`src/rtl/pllcfg_pkg.sv`:
```
package pllcfg_pkg;
   localparam int MUL_W    = 8;
   localparam int FRAC_W   = 22;
   localparam int DIV_W    = 8;
   localparam int IDX_FW   = 4;
   localparam int MUL_LSB  = 24;
   localparam int PLLEN_B  = 28;
   localparam int LOCKEN_B = 29;
   localparam int DIVEN_B  = 31;
   localparam int GO_B     = 8;

   typedef enum logic [1:0] {
      REG_CTL0 = 2'd0,
      REG_CTL1 = 2'd1,
      REG_UPDT = 2'd2,
      REG_STAT = 2'd3
   } reg_sel_e;

   typedef struct packed {
      logic [MUL_W-1:0]  mul;
      logic [FRAC_W-1:0] frac;
      logic [DIV_W-1:0]  div;
      logic              pll_en;
      logic              lock_en;
      logic              div_en;
   } pll_cfg_t;
endpackage

```
`src/rtl/pllcfg_stage.sv`:
```
module pllcfg_stage
   import pllcfg_pkg::*;
#(
   parameter int N_CH  = 8,
   parameter int SEL_W = 3
) (
   input  logic             clk,
   input  logic             rst_n,
   input  logic             wr_en,
   input  logic [1:0]       addr,
   input  logic [31:0]      wdata,
   output pll_cfg_t         staged,
   output logic [SEL_W-1:0] sel_q,
   output logic             commit,
   output logic [SEL_W-1:0] commit_idx
);
   logic idx_ok;
   logic updt_wr;

   assign updt_wr    = wr_en && (addr == REG_UPDT);
   assign idx_ok     = int'(wdata[IDX_FW-1:0]) < N_CH;
   assign commit     = updt_wr && idx_ok && wdata[GO_B];
   assign commit_idx = wdata[SEL_W-1:0];

   always_ff @(posedge clk) begin
      if (!rst_n) begin
         staged <= '0;
         sel_q  <= '0;
      end else if (wr_en) begin
         case (addr)
            REG_CTL0: begin
               staged.div     <= wdata[DIV_W-1:0];
               staged.pll_en  <= wdata[PLLEN_B];
               staged.lock_en <= wdata[LOCKEN_B];
               staged.div_en  <= wdata[DIVEN_B];
            end
            REG_CTL1: begin
               staged.mul  <= wdata[MUL_LSB +: MUL_W];
               staged.frac <= wdata[FRAC_W-1:0];
            end
            REG_UPDT: if (idx_ok) sel_q <= wdata[SEL_W-1:0];
            default: ;
         endcase
      end
   end

   AST_BAD_INDEX_IGNORED: assert property (@(posedge clk) disable iff (!rst_n)
      (updt_wr && !idx_ok) |=> $stable(sel_q)) else $error("bad index moved select");
endmodule

```
`src/rtl/pllcfg_chan.sv`:
```
module pllcfg_chan
   import pllcfg_pkg::*;
#(
   parameter int LOCK_CYCLES = 24
) (
   input  logic     clk,
   input  logic     rst_n,
   input  logic     commit,
   input  pll_cfg_t staged,
   output pll_cfg_t act,
   output logic     ready
);
   localparam int CNT_W = $clog2(LOCK_CYCLES + 1);

   logic [CNT_W-1:0] cnt;
   logic             same_rate;
   logic             want_lock;

   assign same_rate = (staged.mul == act.mul) && (staged.frac == act.frac);
   assign want_lock = staged.pll_en && staged.lock_en;

   always_ff @(posedge clk) begin
      if (!rst_n) begin
         act   <= '0;
         ready <= 1'b0;
         cnt   <= '0;
      end else begin
         if (commit) act <= staged;
         if (commit && !want_lock) begin
            ready <= 1'b0;
            cnt   <= '0;
         end else if (commit && !(same_rate && (ready || cnt != '0))) begin
            ready <= 1'b0;
            cnt   <= CNT_W'(LOCK_CYCLES);
         end else if (cnt == CNT_W'(1)) begin
            ready <= 1'b1;
            cnt   <= '0;
         end else if (cnt != '0) begin
            cnt <= cnt - 1'b1;
         end
      end
   end

   AST_OFF_DROPS_READY: assert property (@(posedge clk) disable iff (!rst_n)
      (commit && !staged.pll_en) |=> !ready) else $error("ready kept after disable");
   AST_RATE_CHANGE_RESTARTS: assert property (@(posedge clk) disable iff (!rst_n)
      (commit && want_lock && !same_rate) |=> !ready) else $error("ready kept on new rate");
   AST_LOCKED_HOLDS: assert property (@(posedge clk) disable iff (!rst_n)
      (commit && ready && want_lock && same_rate) |=> ready) else $error("locked channel dropped");
   AST_READY_NEEDS_LOCK_EN: assert property (@(posedge clk) disable iff (!rst_n)
      ready |-> (act.pll_en && act.lock_en)) else $error("ready without lock enable");
   AST_CFG_HOLDS: assert property (@(posedge clk) disable iff (!rst_n)
      !commit |=> $stable(act)) else $error("running config moved without commit");
endmodule

```
`src/rtl/pllcfg_bank.sv`:
```
module pllcfg_bank
   import pllcfg_pkg::*;
#(
   parameter int N_CH        = 8,
   parameter int LOCK_CYCLES = 24
) (
   input  logic                     clk,
   input  logic                     rst_n,
   input  logic                     wr_en,
   input  logic [1:0]               addr,
   input  logic [31:0]              wdata,
   output logic [31:0]              rdata,
   output logic [N_CH-1:0]          ready,
   output logic [N_CH*MUL_W-1:0]    act_mul,
   output logic [N_CH*FRAC_W-1:0]   act_frac,
   output logic [N_CH*DIV_W-1:0]    act_div,
   output logic [N_CH-1:0]          pll_on,
   output logic [N_CH-1:0]          div_on
);
   localparam int SEL_W = (N_CH > 1) ? $clog2(N_CH) : 1;

   if (N_CH < 1 || N_CH > (1 << IDX_FW)) begin : g_bad_nch
      $error("N_CH must lie in 1..16");
   end
   if (LOCK_CYCLES < 1) begin : g_bad_lock
      $error("LOCK_CYCLES must be at least 1");
   end

   pll_cfg_t         staged;
   pll_cfg_t         act [N_CH];
   logic [SEL_W-1:0] sel_q;
   logic             commit;
   logic [SEL_W-1:0] commit_idx;
   pll_cfg_t         sel_cfg;

   pllcfg_stage #(.N_CH(N_CH), .SEL_W(SEL_W)) u_stage (
      .clk(clk), .rst_n(rst_n), .wr_en(wr_en), .addr(addr), .wdata(wdata),
      .staged(staged), .sel_q(sel_q), .commit(commit), .commit_idx(commit_idx)
   );

   for (genvar i = 0; i < N_CH; i++) begin : g_ch
      pllcfg_chan #(.LOCK_CYCLES(LOCK_CYCLES)) u_chan (
         .clk(clk), .rst_n(rst_n),
         .commit(commit && (int'(commit_idx) == i)),
         .staged(staged), .act(act[i]), .ready(ready[i])
      );
      assign act_mul[i*MUL_W +: MUL_W]    = act[i].mul;
      assign act_frac[i*FRAC_W +: FRAC_W] = act[i].frac;
      assign act_div[i*DIV_W +: DIV_W]    = act[i].div;
      assign pll_on[i]                    = act[i].pll_en;
      assign div_on[i]                    = act[i].div_en;
   end

   assign sel_cfg = act[sel_q];

   always_comb begin
      rdata = '0;
      case (addr)
         REG_CTL0: begin
            rdata[DIV_W-1:0] = sel_cfg.div;
            rdata[PLLEN_B]   = sel_cfg.pll_en;
            rdata[LOCKEN_B]  = sel_cfg.lock_en;
            rdata[DIVEN_B]   = sel_cfg.div_en;
         end
         REG_CTL1: begin
            rdata[MUL_LSB +: MUL_W] = sel_cfg.mul;
            rdata[FRAC_W-1:0]       = sel_cfg.frac;
         end
         REG_UPDT: rdata[SEL_W-1:0] = sel_q;
         default:  rdata[N_CH-1:0]  = ready;
      endcase
   end

   AST_GO_READS_ZERO: assert property (@(posedge clk) disable iff (!rst_n)
      (addr == REG_UPDT) |-> !rdata[GO_B]) else $error("commit bit read back set");
   AST_STATUS_MATCHES: assert property (@(posedge clk) disable iff (!rst_n)
      (addr == REG_STAT) |-> (rdata[N_CH-1:0] == ready)) else $error("status differs from ready");
endmodule

```
`config.mk`:
```
export PLATFORM = sky130hd
export DESIGN_NAME = pllcfg_bank
export DESIGN_NICKNAME = d
export VERILOG_FILES = /design/src/rtl/pllcfg_pkg.sv /design/src/rtl/pllcfg_stage.sv /design/src/rtl/pllcfg_chan.sv /design/src/rtl/pllcfg_bank.sv
export SDC_FILE = /design/constraint.sdc
export NUM_CORES = 1
export LEC_CHECK = 0
export ABC_AREA = 1
export BUFFER_PORTS_ARGS = -buffer_cell sky130_fd_sc_hd__buf_2
export CORE_MARGIN = 2
export CORE_UTILIZATION = 35
export CTS_BUF_LIST = sky130_fd_sc_hd__clkbuf_8
export DETAILED_ROUTE_END_ITERATION = 7
export GPL_TIMING_DRIVEN = 0
export PLACE_DENSITY = 0.58
export SLEW_MARGIN = 10
export SYNTH_ARGS = -nofsm -noshare
export SYNTH_HDL_FRONTEND = slang
export SYNTH_SLANG_ARGS = --single-unit
```
`constraint.sdc`:
```
create_clock -name clk -period 3.8 [get_ports clk]
set_input_delay 0.38 -clock clk [delete_from_list [all_inputs] [get_ports clk]]
set_output_delay 0.38 -clock clk [all_outputs]
set_load 0.02 [all_outputs]
```
After elaboration in Yosys (flattened, before gate mapping)
Index checks and enable logic that the tools add are counted.

storage, ports and cells
  register bits after elaboration = 420

cells by class
  $add $sub $neg = 8
  magnitude comparators = 2
  equal/unequal tests = 33
  muxes and demuxes = 34
  bitwise operators = 2
  reductions and logical operators = 106

operators by type and width
  kind                                                count
  == test 22 bit                                      8
  binary-select mux 41 bit (select 3 bit)             1
  two-way mux 5 bit                                   24
  two-way mux 41 bit                                  2
  == test 8 bit                                       8
  logical AND 1 bit                                   44
  == test 5 x 1 -> 1 bit (second input constant)      8
  nonzero test 5 bit                                  8
  subtractor 5 x 1 -> 5 bit (second input constant)   8
  OR reduction 4 bit                                  8
  nonzero test 3 bit                                  8
  OR reduction 3 bit                                  8
  OR reduction 2 bit                                  8
  case mux 5 bit (3 select lines)                     1
  two-way mux 14 bit                                  1
  == test 3 bit (second input constant)               4
  logical NOT 1 bit                                   9
  case mux 3 bit (3 select lines)                     1
  logical OR 1 bit                                    8
  == test 3 x 2 -> 1 bit (second input constant)      2
  >= comparator 4 bit (second input constant)         1
  less-than comparator 4 bit (second input constant)  1
  two-way mux 4 bit                                   1
  inverter 3 -> 4 bit                                 1
  11 further kinds                                    12

Longest topological paths before layout
  word-level depth = 7
  depth in mapped cells = 14
  mapped depth without buffers = 12

Cells and area by module
From an unflattened synthesis, not the netlist that was laid out.

unflattened totals
  cell total of the unflattened synthesis = 3451
  area total of the unflattened synthesis = 22497.8 um2

by module, submodules not included
  module        instances  cells each  area each (um2)  sequential area each (um2)
  pllcfg_chan   8          304         2154.6           940.9
  pllcfg_bank   1          732         3397.0           0.0
  pllcfg_stage  1          287         1864.3           880.8

Least setup slack after synthesis
OpenSTA, ideal clock, no wires.

  path kind = register to output
  start point = register u_stage.sel_q[0]
  end point = output rdata[2]
  data arrival time = 1648 ps
  slack = 1772 ps
  cell stages (with the launch flop) = 8
  path buffers = 2
  path through = dfxtp_1 > inv_1 > clkbuf_1 > clkbuf_1 > nor2_1 > o221ai_1 > nand3_1 > a31oi_1

between the ends
  cells in the longest elaborated chain, start to end = 5

ends and longest elaborated chain
  item                                                   RTL line            text
  start: declaration                                     pllcfg_stage.sv:13  output logic [SEL_W-1:0] sel_q,
  start signal: assignment                               pllcfg_stage.sv:41  REG_UPDT: if (idx_ok) sel_q <= wdata[SEL_W-1:0];
  inverter 3 -> 4 bit (implied by the code)              pllcfg_bank.sv:54   assign sel_cfg = act[sel_q];
  binary-select mux 41 bit (select 3 bit)                pllcfg_bank.sv:54
  two-way mux 41 bit (implied by the code) (2 in a row)  pllcfg_bank.sv:54
  case mux 3 bit (3 select lines)                        pllcfg_bank.sv:58   case (addr)
  end: declaration                                       pllcfg_bank.sv:12   output logic [31:0] rdata,

No other way between the ends. The select of a mux whose other input is x is not followed.

Worst setup path in the final report
  start point = register u_stage.sel_q[0]
  end point = output rdata[0]

between the ends
  cells in the longest elaborated chain, start to end = 5

ends and longest elaborated chain
  item                                                   RTL line
  inverter 3 -> 4 bit (implied by the code)              pllcfg_bank.sv:54
  binary-select mux 41 bit (select 3 bit)                pllcfg_bank.sv:54
  two-way mux 41 bit (implied by the code) (2 in a row)  pllcfg_bank.sv:54
  case mux 3 bit (3 select lines) *                      pllcfg_bank.sv:58

Every way passes the cells marked *; elsewhere a longest branch is shown, timed or not. The select of a mux whose other input is x is not followed.

==> reports/results.txt <==
outcome = finished with violations
failing checks = setup timing
maximum vdd drop = 0.223 mV
post-DP HPWL = 101000 um
Slew Limit Fails = 0
sequential-to-total area share from yosys stat = 35.5%
setup bufs post-CTS = 0
top cells by area, synth = dfxtp_1 35%, o21ai_0 11%, buf_4 11%
Leak Pwr = 0.0136 uW
combinational cell fraction of total power = 23.2%
Clock Tree Buf Depth = 3
antenna violations before repair = 11
clock network power share = 37.9%
drt total wl = 134000 um
Layout area overhead = 20.8%
Fmax = 254 MHz
Clock Skew = 0.0493 ns
FFs w/ async S/R, synth = 0%
placer congestion estimate = 1.07
CP Class = reg -> out
Die Ht = 264 um
clk sinks = 420
worst min-delay path category = in -> reg
CTS tree = done
Pwr per Cell Area = 434 mW/mm2
unrepaired setup endpoints after global routing = no
Initial Utilization = 35.3%
Critical Path Source = u_stage.sel_q[0]
Avg Cell Area, Syn = 7.22 um2
CP required = 3.42 ns
DR top layer = met5
final setup fails = 7
Detail Route Antenna Nets = 0
CP Launch Type = flip-flop
worst reg2reg setup slack = 1.14 ns
pre-CTS setup slack = 0.266 ns
Core ar. = 0.0670 mm2
number of flops mapped to enable cells by yosys = 0
Clock Pin Slew Worst Setup and Hold Paths = 0.06 ns
worst hold slack = 0.0236 ns
DRC marker count from the first detailed-route iteration = 3739
hold path cells = 3
placement-stage cell area = 0.0267 mm2
vias per cell = 5.60
Fin. Hold Viols = 0
drt pass-1 iters = 8
Port Buffers = 390
Reg2Reg Depth = 11
Yosys top cell by area = dfxtp_1
met1 WL = 51600 um
H-tree level count = 3
Cells after Synth = 3281
Synth Register Bits = 420
Hold Startpoint = wdata[30]
final instance area = 0.0286 mm2
Skew-Pair Late Insertion Delay = 0.73 ns
crit-path max FO = 10
cell row count = 95
total negative slack = -0.623 ns
CP Capture Type = primary output
Residual DRC = 0
commonest cells in the netlist = 515 x o21ai_0, 420 x dfxtp_1, 410 x a21oi_1
Cell variety after synth = 40
Synth top area share = 35.5%
Worst Max-Slew Pin Slew = 1.40 ns
Sequential Power Share = 39.0%
Num CTS Buffers = 79
Reg-to-Reg Start = u_stage.staged[22]
Final min period = 3.94 ns
Synth Flop Type = dfxtp_1
die area = 0.0698 mm2
GRT overflow = 0
Layout Cells excl Fill = 4714
share of cells above drive strength 1 = 25.9%
max-cap viol count = 0
final clock period utilization by the worst path = 104%
Top Ports = 397
most frequent cell after synthesis = o21ai_0
switch share = 35.0%
Die X = 264 um
mapped cell area = 0.0237 mm2
DR WL met3 = 16500 um
total internal power = 8080 uW
vias in the first global route = 24000
GRT Total Usage = 37.1%
Sw Pwr = 4340 uW
first-pass GRT wire length = 183000 um
DR WL/cell = 28.5 um
Final WS setup = -0.136 ns
Final #Nets = 3830
warnings from Yosys = 0
Rel. slew slack = 6.75%
critical path arrival = 3.56 ns
CTS root buffer = clkbuf_8
routed length on met2 = 57200 um
Vias = 26400
largest net degree at the start of global routing = 12
placed instance count = 4545
-- layout by cell type, fill, tap and decap left out, types with 40 or more instances in the layout --
| cell type | Yosys | final |
|---|---|---|
| o21ai_0 | 515 | 513 |
| buf_2 | 84 | 475 |
| dfxtp_1 | 420 | 420 |
| a21oi_1 | 410 | 410 |
| nand2_1 | 362 | 362 |
| buf_4 | 337 | 338 |
| nor2_1 | 294 | 294 |
| inv_1 | 234 | 260 |
| xnor2_1 | 136 | 136 |
| clkbuf_8 | 0 | 95 |
| clkbuf_1 | 120 | 94 |
| nand3_1 | 76 | 76 |
| xor2_1 | 55 | 55 |
| o211ai_1 | 40 | 40 |
-- flip-flops by register name (all words and copies together) (netlist names) --
signal / cells
g_ch.u_chan.act: 328
u_stage.staged: 41
g_ch.u_chan.cnt: 40
g_ch.u_chan.ready: 8
u_stage.sel_q: 3
-- logic make-up after synthesis --
kind of cell               Yosys count  share of synthesized area [%]
muxes                                3                          0.127
and+or+nand+nor                    770                           13.3
AOI/OAI and AO/OA                 1066                           24.1
other                                1                         0.0158
buffers and inverters              809                           18.8
adders and majority gates           21                           1.11
DFF                                420                           35.5
xor gates and xnor gates           191                           7.06
-- per-layer routing --
metal  GRT usage [%]  up-vias
met2            55.6     1950
met3            9.95      438
met5               0        -
met1            47.1    12400
met4            23.5        6
li1                -    11500
-- worst paths after layout --
kind                      endpoint
min reg2reg  g_ch[3].u_chan.act[1]
max                       rdata[0]
max reg2reg  g_ch[4].u_chan.cnt[1]
min             u_stage.staged[39]
-- stage by stage --
step / util (%) / total power [uW]
after detailed placement: 39.9 / 7700
final: 42.7 / 12400
after global placement: 39.9 / 7680
after CTS: 42.6 / 12300
after global routing: 42.7 / 12900
after floorplan: - / 6790
-- critical path: stages (launching register included) --
cell and delay (ns):
dfxtp_1 0.31, buf_2 0.16, clkdlybuf4s15_1 0.79, o21ai_0 0.41, o221ai_1 0.17, nand3_1 0.27, o2111ai_1 0.42, buf_2 0.31
-- power by group through the flow --
stage	Clock, uW	Sequential, uW	Combinational (uW)
global route	4860	4870	3150
CTS	4660	4840	2800
floorplan	0	4870	1920
detailed placement	0	4930	2760
global placement	0	4930	2750
finish	4710	4840	2880
-- layout make-up --
class                      instances  area [um2]
timing repair buffer             409        2140
antenna                           10        25.0
sequential                       420        8410
buffer                           558        3560
tap                              873        1090
clock buffer                      95        1310
inverter                         251         947
multi-input combinational       2053       10800
fill                            7299       38400
clock inverter                    45         290
-- repair_timing --
action | in CTS | in global routing
hold buffers | 19 | 0
resized for setup | 22 | 38
hold endpoints to repair | 20 | 0
setup endpoints to repair | 20 | 14
pin swaps | 1 | 3
(Power assumes the default switching activity.)
